**src/rtl/adr_pkg.sv**
```systemverilog
package adr_pkg;

  typedef enum logic [1:0] {
    MUL_ONE_A = 2'b00,
    MUL_TWO   = 2'b01,
    MUL_FOUR  = 2'b10,
    MUL_ONE_B = 2'b11
  } shift_code_e;

  // Left-shift amount that realizes the selected multiplier.
  function automatic logic [1:0] shift_amount(input logic [1:0] code);
    case (shift_code_e'(code))
      MUL_TWO:  return 2'd1;
      MUL_FOUR: return 2'd2;
      default:  return 2'd0;
    endcase
  endfunction

endpackage

```
**src/rtl/adr_capture.sv**
```systemverilog
module adr_capture #(
  parameter int NUM_CH = 8,
  parameter int COM_W  = 12,
  parameter int IND_W  = 12
) (
  input  logic                              clk,
  input  logic                              rst,
  input  logic                              strobe,
  input  logic [COM_W-1:0]                  com_ab,
  input  logic [COM_W-1:0]                  com_cd,
  input  logic [NUM_CH-1:0][IND_W-1:0]      ind_in,
  input  logic                              trk_com,
  input  logic                              trk_ind,
  input  logic [1:0]                        shift_in,
  output logic [NUM_CH-1:0][COM_W-1:0]      com_sel,
  output logic [NUM_CH-1:0][IND_W-1:0]      ind_sel,
  output logic [1:0]                        shift_q
);
  localparam int HALF = NUM_CH / 2;

  logic [COM_W-1:0]             com_ab_q, com_cd_q;
  logic [NUM_CH-1:0][IND_W-1:0] ind_q;
  logic                         trk_com_q, trk_ind_q;

  // Snapshot of all settings on the word boundary.
  always_ff @(posedge clk) begin
    if (rst) begin
      com_ab_q  <= '0;
      com_cd_q  <= '0;
      ind_q     <= '0;
      trk_com_q <= 1'b0;
      trk_ind_q <= 1'b0;
      shift_q   <= '0;
    end else if (strobe) begin
      com_ab_q  <= com_ab;
      com_cd_q  <= com_cd;
      ind_q     <= ind_in;
      trk_com_q <= trk_com;
      trk_ind_q <= trk_ind;
      shift_q   <= shift_in;
    end
  end

  // Per-channel source selection under the tracking flags.
  for (genvar c = 0; c < NUM_CH; c++) begin : g_sel
    localparam int LEAD = (c < HALF) ? 0 : HALF;
    if (c < HALF) begin : g_lo
      assign com_sel[c] = com_ab_q;
    end else begin : g_hi
      assign com_sel[c] = trk_com_q ? com_ab_q : com_cd_q;
    end
    assign ind_sel[c] = trk_ind_q ? ind_q[LEAD] : ind_q[c];
  end

  AST_TRACK_COM_ALL: assert property (@(posedge clk) disable iff (rst)
    trk_com_q |-> (com_sel[NUM_CH-1] == com_sel[0]));

  AST_TRACK_IND_GROUP: assert property (@(posedge clk) disable iff (rst)
    trk_ind_q |-> ((ind_sel[HALF-1] == ind_sel[0]) &&
                   (ind_sel[NUM_CH-1] == ind_sel[HALF])));

  AST_CAPTURE_HOLD: assert property (@(posedge clk) disable iff (rst)
    !strobe |=> $stable(shift_q));

endmodule

```
**src/rtl/adr_chan_calc.sv**
```systemverilog
module adr_chan_calc
  import adr_pkg::*;
#(
  parameter int COM_W     = 12,
  parameter int IND_W     = 12,
  parameter int COM_SHIFT = 4,
  parameter int SET_W     = 16
) (
  input  logic [COM_W-1:0] com,
  input  logic [IND_W-1:0] ind,
  input  logic [1:0]       shift,
  output logic [SET_W-1:0] set_val
);
  localparam int SCL_W  = COM_W + COM_SHIFT;
  localparam int SUM_W  = ((SCL_W > IND_W) ? SCL_W : IND_W) + 1;
  localparam int PROD_W = SUM_W + 2;

  logic [SUM_W-1:0]  sum;
  logic [PROD_W-1:0] prod;
  logic              ovf;

  always_comb begin
    sum     = SUM_W'({com, {COM_SHIFT{1'b0}}}) + SUM_W'(ind);
    prod    = {2'b00, sum} << shift_amount(shift);
    ovf     = |prod[PROD_W-1:SET_W];
    set_val = ovf ? {SET_W{1'b1}} : prod[SET_W-1:0];
  end

endmodule

```
**src/rtl/adr_outreg.sv**
```systemverilog
module adr_outreg #(
  parameter int NUM_CH   = 8,
  parameter int SET_W    = 16,
  parameter int TOT_W    = 17,
  parameter int PIPE_LAT = 2
) (
  input  logic                         clk,
  input  logic                         rst,
  input  logic                         strobe,
  input  logic [NUM_CH-1:0][SET_W-1:0] next_set,
  output logic [NUM_CH-1:0][SET_W-1:0] set_q,
  output logic [NUM_CH-1:0][TOT_W-1:0] total_q,
  output logic [NUM_CH-1:0]            chg_q
);
  localparam logic [TOT_W-1:0] LAT = TOT_W'(PIPE_LAT);

  for (genvar c = 0; c < NUM_CH; c++) begin : g_ch
    always_ff @(posedge clk) begin
      if (rst) begin
        set_q[c]   <= '0;
        total_q[c] <= LAT;
        chg_q[c]   <= 1'b0;
      end else if (strobe) begin
        set_q[c]   <= next_set[c];
        total_q[c] <= {{(TOT_W-SET_W){1'b0}}, next_set[c]} + LAT;
        chg_q[c]   <= (next_set[c] != set_q[c]);
      end else begin
        chg_q[c]   <= 1'b0;
      end
    end

    AST_PULSE_MEANS_DELTA: assert property (@(posedge clk) disable iff (rst)
      chg_q[c] |-> (set_q[c] != $past(set_q[c])));

    AST_TOTAL_FLOOR: assert property (@(posedge clk) disable iff (rst)
      total_q[c] >= LAT);

    AST_RESET_STATE: assert property (@(posedge clk) disable iff (rst)
      $past(rst) |-> (set_q[c] == '0 && total_q[c] == LAT));
  end

  AST_OUT_HOLD: assert property (@(posedge clk) disable iff (rst)
    !strobe |=> $stable(set_q));

  AST_PULSE_GATED: assert property (@(posedge clk) disable iff (rst)
    !strobe |=> (chg_q == '0));

endmodule

```
**src/rtl/audio_delay_resolver.sv**
```systemverilog
module audio_delay_resolver #(
  parameter int NUM_LINES = 4,
  parameter int COM_W     = 12,
  parameter int IND_W     = 12,
  parameter int COM_SHIFT = 4,
  parameter int SET_W     = 16,
  parameter int PIPE_LAT  = 2,
  localparam int NUM_CH   = 2 * NUM_LINES,
  localparam int TOT_W    = SET_W + 1
) (
  input  logic                      clk,
  input  logic                      rst,
  input  logic                      word_strobe,
  input  logic [COM_W-1:0]          com_dly_ab,
  input  logic [COM_W-1:0]          com_dly_cd,
  input  logic [NUM_CH*IND_W-1:0]   ind_dly,
  input  logic                      track_com,
  input  logic                      track_ind,
  input  logic [1:0]                shift_code,
  output logic [NUM_CH*SET_W-1:0]   set_dly,
  output logic [NUM_CH*TOT_W-1:0]   total_dly,
  output logic [NUM_CH-1:0]         chg_pulse
);
  logic [NUM_CH-1:0][IND_W-1:0] ind_arr;
  logic [NUM_CH-1:0][COM_W-1:0] com_sel;
  logic [NUM_CH-1:0][IND_W-1:0] ind_sel;
  logic [1:0]                   shift_q;
  logic [NUM_CH-1:0][SET_W-1:0] next_set;
  logic [NUM_CH-1:0][SET_W-1:0] set_q;
  logic [NUM_CH-1:0][TOT_W-1:0] total_q;

  assign ind_arr = ind_dly;

  adr_capture #(
    .NUM_CH (NUM_CH),
    .COM_W  (COM_W),
    .IND_W  (IND_W)
  ) u_capture (
    .clk      (clk),
    .rst      (rst),
    .strobe   (word_strobe),
    .com_ab   (com_dly_ab),
    .com_cd   (com_dly_cd),
    .ind_in   (ind_arr),
    .trk_com  (track_com),
    .trk_ind  (track_ind),
    .shift_in (shift_code),
    .com_sel  (com_sel),
    .ind_sel  (ind_sel),
    .shift_q  (shift_q)
  );

  for (genvar c = 0; c < NUM_CH; c++) begin : g_calc
    adr_chan_calc #(
      .COM_W     (COM_W),
      .IND_W     (IND_W),
      .COM_SHIFT (COM_SHIFT),
      .SET_W     (SET_W)
    ) u_calc (
      .com     (com_sel[c]),
      .ind     (ind_sel[c]),
      .shift   (shift_q),
      .set_val (next_set[c])
    );
  end

  adr_outreg #(
    .NUM_CH   (NUM_CH),
    .SET_W    (SET_W),
    .TOT_W    (TOT_W),
    .PIPE_LAT (PIPE_LAT)
  ) u_outreg (
    .clk      (clk),
    .rst      (rst),
    .strobe   (word_strobe),
    .next_set (next_set),
    .set_q    (set_q),
    .total_q  (total_q),
    .chg_q    (chg_pulse)
  );

  assign set_dly   = set_q;
  assign total_dly = total_q;

endmodule

```
**config.mk**
```make
export PLATFORM = sky130hd
export DESIGN_NAME = audio_delay_resolver
export DESIGN_NICKNAME = d
export VERILOG_FILES = /design/src/rtl/adr_pkg.sv /design/src/rtl/adr_capture.sv /design/src/rtl/adr_chan_calc.sv /design/src/rtl/adr_outreg.sv /design/src/rtl/audio_delay_resolver.sv
export SDC_FILE = /design/constraint.sdc
export NUM_CORES = 1
export LEC_CHECK = 0
export BUFFER_PORTS_ARGS = -buffer_cell sky130_fd_sc_hd__buf_2
export CAP_MARGIN = 10
export CORE_AREA = 2 2 222 224
export DETAILED_ROUTE_END_ITERATION = 6
export DIE_AREA = 0 0 224 226
export PLACE_DENSITY_LB_ADDON = 0.3
export SLEW_MARGIN = 20
export SYNTH_ARGS = -nofsm -noshare
export SYNTH_HDL_FRONTEND = slang
export SYNTH_HIERARCHICAL = 1
export SYNTH_SLANG_ARGS = --single-unit
```
**constraint.sdc**
```tcl
create_clock -name clk -period 5.07 [get_ports clk]
set_clock_uncertainty 0.1 [all_clocks]
set_input_delay 0.2535 -clock clk [delete_from_list [all_inputs] [get_ports clk]]
set_output_delay 0.2535 -clock clk [all_outputs]
set_load 0.02 [all_outputs]
```
==> run_results.csv, run 1 <==
group,metric,value,unit
global_routing,grt_max_degree,158,
floorplanning,dieArea,50620,µm²
worst_hold_path,hold_depth,2,
critical_path,cp-end-kind,"flip-flop",
placed_design,port_buffers,398,
detailed_routing,vias,27110,
power_and_ir_drop,p_sw,3.650,mW
yosys,synth_ff_type,"dfxtp_1",
detailed_routing,wl_per_cell,21.04,µm
floorplanning,die_w,224,µm
timing,tightest_slew,1.112,ns
power_and_ir_drop,combPwrFrac,32.3,%
global_routing,antenna_found_initial,3,
critical_path,arrival,5.21,ns
critical_path,crit_chain,"o21ai_0, ha_1, fa_1, a41oi_1, o21ai_0, and3_2, o31ai_1, a2111oi_0, o211ai_1, nand3_1, nor3_1, xnor2_1, a211oi_1",
clocking,cts_buffer_depth,3,
power_and_ir_drop,p_int,6.495,mW
power_and_ir_drop,clockPowerShare,32.9,%
floorplanning,core_area,48340,µm²
critical_path,r2r-end,"u_outreg/total_q[64]$_SDFFE_PP0P_",
yosys,syn_inst,3429,
critical_path,cp_slowest_cell,"o211ai_1",
layout,drive_gt1_share,19.97,%
clocking,cts_root_buf,"clkbuf_16",
power_and_ir_drop,leakage,13.65,nW
global_routing,track_usage,34.80,%
clocking,ctsHtreeMaxLevel,2,
power_and_ir_drop,swShare,35.98,%
critical_path,cp_top_family,"compound AO/OA/AOI/OAI gates",
worst_hold_path,min-delay-start,"rst",
timing,hold_violations,0,
worst_hold_path,min_path_type,"primary input to flip-flop",
critical_path,crit_type,"flip-flop to flip-flop",
timing,fin_crit,4.820,ns
yosys,syn_area,28130,µm²
worst_hold_path,min_to,"u_capture/ind_q[71]$_SDFFE_PP0P_",
clocking,clk_latency,0.59,ns
timing,min_period_over_period,95.07,%
detailed_routing,first_iter_violations,2540,
timing,setup_ws,0.2500,ns
yosys,postSynthAreaPerCell,8.205,µm²
floorplanning,rows,81,
layout,syn_to_final_growth,14.82,%
critical_path,path_buf_inv,0,
yosys,ys_warn_count,6,
critical_path,critPathMaxFanout,49,
run,drv_cap,0,
power_and_ir_drop,irDropWorstVdd,0.3105,mV
clocking,cts_tree,"yes",
floorplanning,die_y,226,µm
yosys,synth_edf_count,0,
layout,layout_common_cells,"nor2_1, buf_2, dfxtp_1",
timing,tns,0,ns
yosys,yosysUniqueCellTypes,85,
global_routing,grt_pass1_wl,139500,µm
critical_path,cp_slowest_stage_delay,0.61,ns
floorplanning,initial_utilization,58.20,%
placed_design,place_ws,0.1588,ns
timing,relSlewSlack,25.88,%
timing,setup_viol,0,
floorplanning,ios,399,
outcome,outcome,"finished clean",
timing,slew_viol_final,0,
detailed_routing,drt_pass1_iterations,6,
global_routing,grt_pass1_vias,25050,
power_and_ir_drop,p_seq_share,34.9,%
critical_path,r2r-start,"u_capture/trk_ind_q$_SDFFE_PP0P_",
layout,finalNetCount,3932,
detailed_routing,drcViolationCount,0,
clocking,cts_made_buffers,43,
detailed_routing,drt-total-wl,92270,µm
detailed_routing,postRouteAntennaNets,0,
placed_design,dpl.hpwl,65870,µm
layout,final_common_cell,"nor2_1",
critical_path,cp_data_required_time,5.46,ns
global_routing,overflow,0,
critical_path,cpMostUsedCell,"o21ai_0",
clocking,numClockSinks,388,
clocking,clkSlewWorstSetupHoldPaths,0.06,ns
detailed_routing,via_per_inst,6.182,
yosys,ys_ff_latch,388,
yosys,synth_seq_area_share,27.61,%
layout,post-route-util,66.82,%
timing,fmax,0.2075,GHz
critical_path,r2r_cells,13,
placed_design,gp_congestion,0.9726,
yosys,synth_nets,3636,
critical_path,r2r_slack,0.25,ns
layout,fillers,3980,
critical_path,cp-start-kind,"flip-flop",
power_and_ir_drop,p_per_area,314.1,nW/µm²
yosys,async_reset_ff_share,0,%
## stage by stage
stage,hold slack (ns),instance area [µm²],power [mW],instances
2_1_floorplan,0.3005,28130,5.871,3429
3_3_place_gp,0.3557,29480,6.652,4174
3_5_place_dp,0.3608,29480,6.680,4174
4_1_cts,0.1057,32220,10.07,4378
5_1_grt,0.1203,32300,10.55,4385
6_report,0.05033,32300,10.15,4385
## cell type report
cell class | count | area, µm² | share of cell area (%)
multi-input combinational | 2563 | 17870 | 55.32
sequential | 388 | 7779 | 24.08
timing repair buffer | 598 | 3874 | 11.99
clock buffer | 62 | 1299 | 4.021
tap | 622 | 778.2 | 2.409
inverter | 131 | 491.7 | 1.522
clock inverter | 18 | 203.9 | 0.6314
antenna | 3 | 7.507 | 0.02324
## power by group through the flow
stage	Sequential (mW)	Combinational [mW]	Clock [mW]
5_1_grt	3.56	3.50	3.49
3_3_place_gp	3.59	3.06	0
3_5_place_dp	3.59	3.09	0
4_1_cts	3.53	3.18	3.36
6_report	3.54	3.27	3.33
2_1_floorplan	3.74	2.14	0
## worst register-to-register path: stages (launching register included)
cell and delay, ns:
dfxtp_4 0.60, o21ai_0 0.30, ha_1 0.29, fa_1 0.43, a41oi_1 0.31, o21ai_0 0.24
and3_2 0.27, o31ai_1 0.43, a2111oi_0 0.16, o211ai_1 0.61, nand3_1 0.31, nor3_1 0.33
xnor2_1 0.10, a211oi_1 0.24
## what timing repair did
action / in CTS / in global routing
gates resized for setup: 0 / 4
hold endpoints to repair: 124 / 0
hold buffers: 124 / 0
endpoints found under the setup margin: 0 / 48
buffers inserted: 0 / 4
## synth_stat cells, drive strengths merged, types with 7 or more instances
cell type	n	share of area [%]
or2	23	0.51
a21oi	116	2.3
o21bai	15	0.40
a311o	7	0.25
o211ai	90	2.8
dfxtp	388	28
mux2	22	0.88
o21ai	196	3.7
a221oi	9	0.32
and2	15	0.33
nor3	89	1.6
nor4	26	0.94
xor2	27	0.84
a22oi	10	0.32
nor3b	11	0.31
inv	130	1.7
nand4	93	2.8
a211oi	156	4.5
a21o	43	1.1
o221ai	12	0.37
nand2b	54	1.2
or3	18	0.40
clkbuf	116	1.6
a41oi	7	0.24
nand2	155	2.1
nor2b	10	0.22
a311oi	12	0.37
nor2	501	6.7
mux2i	261	9.3
o311ai	9	0.28
o31ai	9	0.24
fa	8	0.57
o21a	27	0.72
o2111ai	43	1.6
buf	231	5.7
o22ai	8	0.18
nand3b	7	0.19
ha	72	3.2
nand3	87	2.0
a31oi	15	0.33
xnor2	235	7.3
and3	27	0.64
## registers in the layout, summed over array words and instances (netlist names)
register             cells
u_outreg/set_q         128
u_outreg/total_q       128
u_capture/ind_q         72
u_capture/ind_sel       24
u_capture/com_ab_q      12
u_capture/com_cd_q      12
u_outreg/chg_q           8
u_capture/shift_q        2
u_capture/trk_com_q      1
u_capture/trk_ind_q      1
## kinds of logic (layout without fill, tap and decap cells)
group	Yosys count	after routing	share of synthesized area (%)
AO/OA/AOI/OAI	810	810	20.90
other	0	3	0
XOR/XNOR	262	262	8.183
multiplexers	283	283	10.17
buffers and inverters	478	809	9.015
flip-flops	388	388	27.61
adder cells (fa/ha/maj)	80	80	3.771
AND/OR/NAND/NOR	1128	1128	20.35
## routing by layer
| layer | part of all wire, % | global-route usage (%) |
|---|---|---|
| met5 | 0 | 0 |
| met4 | 6.6 | 21.83 |
| met3 | 7.0 | 5.595 |
| met2 | 46 | 56.62 |
| met1 | 41 | 43.12 |
## worst max path at each step
stage / slack, ns / from / depth (start not counted) / endpoint
2_1_floorplan: 0.81 / u_capture/trk_com_q$_SDFFE_PP0P_ / 15 / u_outreg/total_q[128]$_SDFFE_PP0P_
3_3_place_gp: 0.25 / u_capture/trk_ind_q$_SDFFE_PP0P_ / 14 / u_outreg/total_q[134]$_SDFFE_PP0P_
3_5_place_dp: 0.16 / u_capture/trk_ind_q$_SDFFE_PP0P_ / 14 / u_outreg/total_q[134]$_SDFFE_PP0P_
4_1_cts: 0.08 / u_capture/trk_ind_q$_SDFFE_PP0P_ / 14 / u_outreg/total_q[113]$_SDFFE_PP0P_
5_1_grt: -0.003 / u_capture/trk_com_q$_SDFFE_PP0P_ / 13 / u_outreg/total_q[82]$_SDFFE_PP0P_
6_report: 0.25 / u_capture/trk_ind_q$_SDFFE_PP0P_ / 13 / u_outreg/total_q[64]$_SDFFE_PP0P_
Power figures use the tool's default switching activity.
==> run 2: changes to the inputs <==
--- a/config.mk
+++ b/config.mk
@@ -7,9 +7,9 @@
 export LEC_CHECK = 0
 export BUFFER_PORTS_ARGS = -buffer_cell sky130_fd_sc_hd__buf_2
 export CAP_MARGIN = 10
-export CORE_AREA = 2 2 222 224
+export CORE_AREA = 8 8 228 230
 export DETAILED_ROUTE_END_ITERATION = 6
-export DIE_AREA = 0 0 224 226
+export DIE_AREA = 0 0 236 238
 export PLACE_DENSITY_LB_ADDON = 0.3
 export SLEW_MARGIN = 20
 export SYNTH_ARGS = -nofsm -noshare
==> constraint.sdc (replaced) <==
create_clock -name clk -period 5.07 [get_ports clk]
set_clock_uncertainty 0.1 [all_clocks]
set_input_delay 0 -clock clk [delete_from_list [all_inputs] [get_ports clk]]
set_output_delay 0 -clock clk [all_outputs]
set_load 0.02 [all_outputs]
==> run 2 against run 1 <==
Net effect:
- critical path depth stayed put
- first-iteration DRC count is 15% higher
- setup slack improved by 0.018 ns
- global-route usage shrank 2.5 points
- critical path type unchanged
==> run_results.csv, run 2 (same netlist as run 1, synthesis figures left out) <==
group,metric,value,unit
worst_hold_path,min_path_type,"primary input to flip-flop",
layout,largest_registers,"u_outreg/set_q x128, u_outreg/total_q x128, u_capture/ind_q x72",
critical_path,cp_data_required_time,5.46,ns
layout,layout_common_cells,"nor2_1, buf_2, dfxtp_1",
critical_path,cp_slowest_stage_delay,0.55,ns
layout,multi_input_area,17840,µm²
critical_path,cp_top_family,"compound AO/OA/AOI/OAI gates",
clocking,clkSlewWorstSetupHoldPaths,0.07,ns
power_and_ir_drop,power,10.38,mW
timing,fmax,0.2083,GHz
placed_design,place_ws,0.1899,ns
timing,hold_violations,0,
critical_path,cp-end-kind,"flip-flop",
clocking,cts_tree,"yes",
clocking,cts_buffer_depth,3,
clocking,numClockSinks,388,
critical_path,cp_slowest_cell,"o211ai_1",
layout,drive_gt1_share,19.70,%
clocking,cts_root_buf,"clkbuf_16",
layout,final_area,32910,µm²
critical_path,cp-start-kind,"flip-flop",
critical_path,crit_type,"flip-flop to flip-flop",
layout,layout.area.seq,7779,µm²
detailed_routing,drt_pass1_iterations,7,
floorplanning,core_area,48340,µm²
timing,relSlewSlack,24.71,%
placed_design,gp_congestion,0.9729,
detailed_routing,via_per_inst,6.228,
layout,fillers,3808,
global_routing,track_usage,32.29,%
floorplanning,rows,81,
placed_design,placed_area,29540,µm²
floorplanning,die_y,238,µm
power_and_ir_drop,irDropWorstVdd,0.3168,mV
critical_path,arrival,5.19,ns
timing,rsz0062_at_grt,"no",
floorplanning,die_w,236,µm
critical_path,crit_chain,"buf_4, mux2_2, ha_1, o211ai_1, nor2_1, and3_2, o31ai_1, a2111oi_0, o211ai_1, nand4_1, nor3_1, xnor2_1, a211oi_1",
floorplanning,initial_utilization,58.20,%
timing,slew_viol_final,0,
power_and_ir_drop,leakage,13.96,nW
global_routing,overflow,0,
critical_path,path_buf_inv,1,
detailed_routing,drt-total-wl,96020,µm
layout,finalNetCount,3988,
global_routing,grt_pass1_vias,26200,
timing,min_period_over_period,94.71,%
run,drv_cap,0,
global_routing,grt_max_degree,176,
clocking,cts_made_buffers,44,
global_routing,grt_pass1_wl,147600,µm
floorplanning,dieArea,56170,µm²
timing,fin_crit,4.802,ns
detailed_routing,first_iter_violations,2932,
critical_path,critPathMaxFanout,10,
clocking,clk_latency,0.60,ns
detailed_routing,drcViolationCount,0,
timing,tightest_slew,1.112,ns
detailed_routing,vias,27670,
floorplanning,ios,399,
global_routing,antenna_found_initial,3,
power_and_ir_drop,p_per_area,315.3,nW/µm²
placed_design,port_buffers,398,
outcome,outcome,"finished clean",
detailed_routing,postRouteAntennaNets,0,
clocking,ctsHtreeMaxLevel,2,
timing,tns,0,ns
layout,syn_to_final_growth,16.97,%
critical_path,cpMostUsedCell,"o211ai_1",
placed_design,dpl.hpwl,67790,µm
timing,setup_ws,0.2684,ns
layout,final_common_cell,"nor2_1",
timing,setup_viol,0,
detailed_routing,wl_per_cell,21.62,µm
## run 2: cell count changes in the layout (fill, tap and decap cells not counted), sizes merged
cell	previous run	this run
dlygate4sd3	124	174
buf	474	479
bufinv	3	7
clkbuf	62	59
clkinvlp	2	4
clkinv	9	8
## run 2: layout make-up
| type | instances | area share [%] |
|---|---|---|
| Antenna cell | 3 | 0.02281 |
| Clock inverter | 23 | 1.057 |
| Tap cell | 622 | 2.365 |
| Multi-Input combinational cell | 2563 | 54.20 |
| Sequential cell | 388 | 23.64 |
| Inverter | 131 | 1.494 |
| Clock buffer | 59 | 3.791 |
| Timing Repair Buffer | 653 | 13.43 |
## run 2: final timing paths
kind	startpoint	end	slack, ns	depth (start not counted)
worst min register to register	u_outreg/total_q[33]$_SDFFE_PP0P_	u_outreg/total_q[33]$_SDFFE_PP0P_	0.37	2
worst max-delay path	u_capture/trk_com_q$_SDFFE_PP0P_	u_outreg/total_q[114]$_SDFFE_PP0P_	0.27	13
worst min-delay path	ind_dly[44]	u_capture/ind_q[44]$_SDFFE_PP0P_	0.08	4
worst max register to register	u_capture/trk_com_q$_SDFFE_PP0P_	u_outreg/total_q[114]$_SDFFE_PP0P_	0.27	13
## run 2: metrics by stage
| step | utilization, % | hold slack (ns) | instances |
|---|---|---|---|
| floorplan | - | 0.04695 | 3429 |
| global placement | 61.10 | 0.1321 | 4182 |
| detailed placement | 61.10 | 0.1409 | 4182 |
| CTS | 68.00 | 0.04939 | 4438 |
| global route | 68.07 | 0.08976 | 4441 |
| finish | 68.07 | 0.07784 | 4442 |
## run 2: power by group
part	switching, mW	leakage (nW)	internal, mW
sequential	0.245	3.20	3.30
clock	1.39	0.774	2.11
combinational	2.05	9.98	1.29
total	3.69	14.0	6.69
## run 2: what timing repair did
action / in CTS / in global routing
setup endpoints to repair: 0 / 54
buffers inserted: 0 / 1
resized for setup: 0 / 1
hold buffers: 174 / 0
hold endpoints to repair: 241 / 0
## run 2: worst register-to-register path: cells and delay by family (launching register included)
family,cells,cell delay (ns)
and+or+nand+nor,4,1.01
xor gates and xnor gates,1,0.13
buffers and inverters,1,0.24
adders and majority gates,1,0.44
DFF,1,0.43
muxes,1,0.44
AOI/OAI and AO/OA,5,1.89
## run 2: layer usage
layer / wire length [µm] / vias up / track usage [%]
met3: 7758 / 341 / 6.922
li1: - / 12900 / -
met2: 44060 / 1370 / 52.69
met4: 6606 / 2 / 20.29
met1: 37580 / 13060 / 38.60
met5: 13 / - / 0
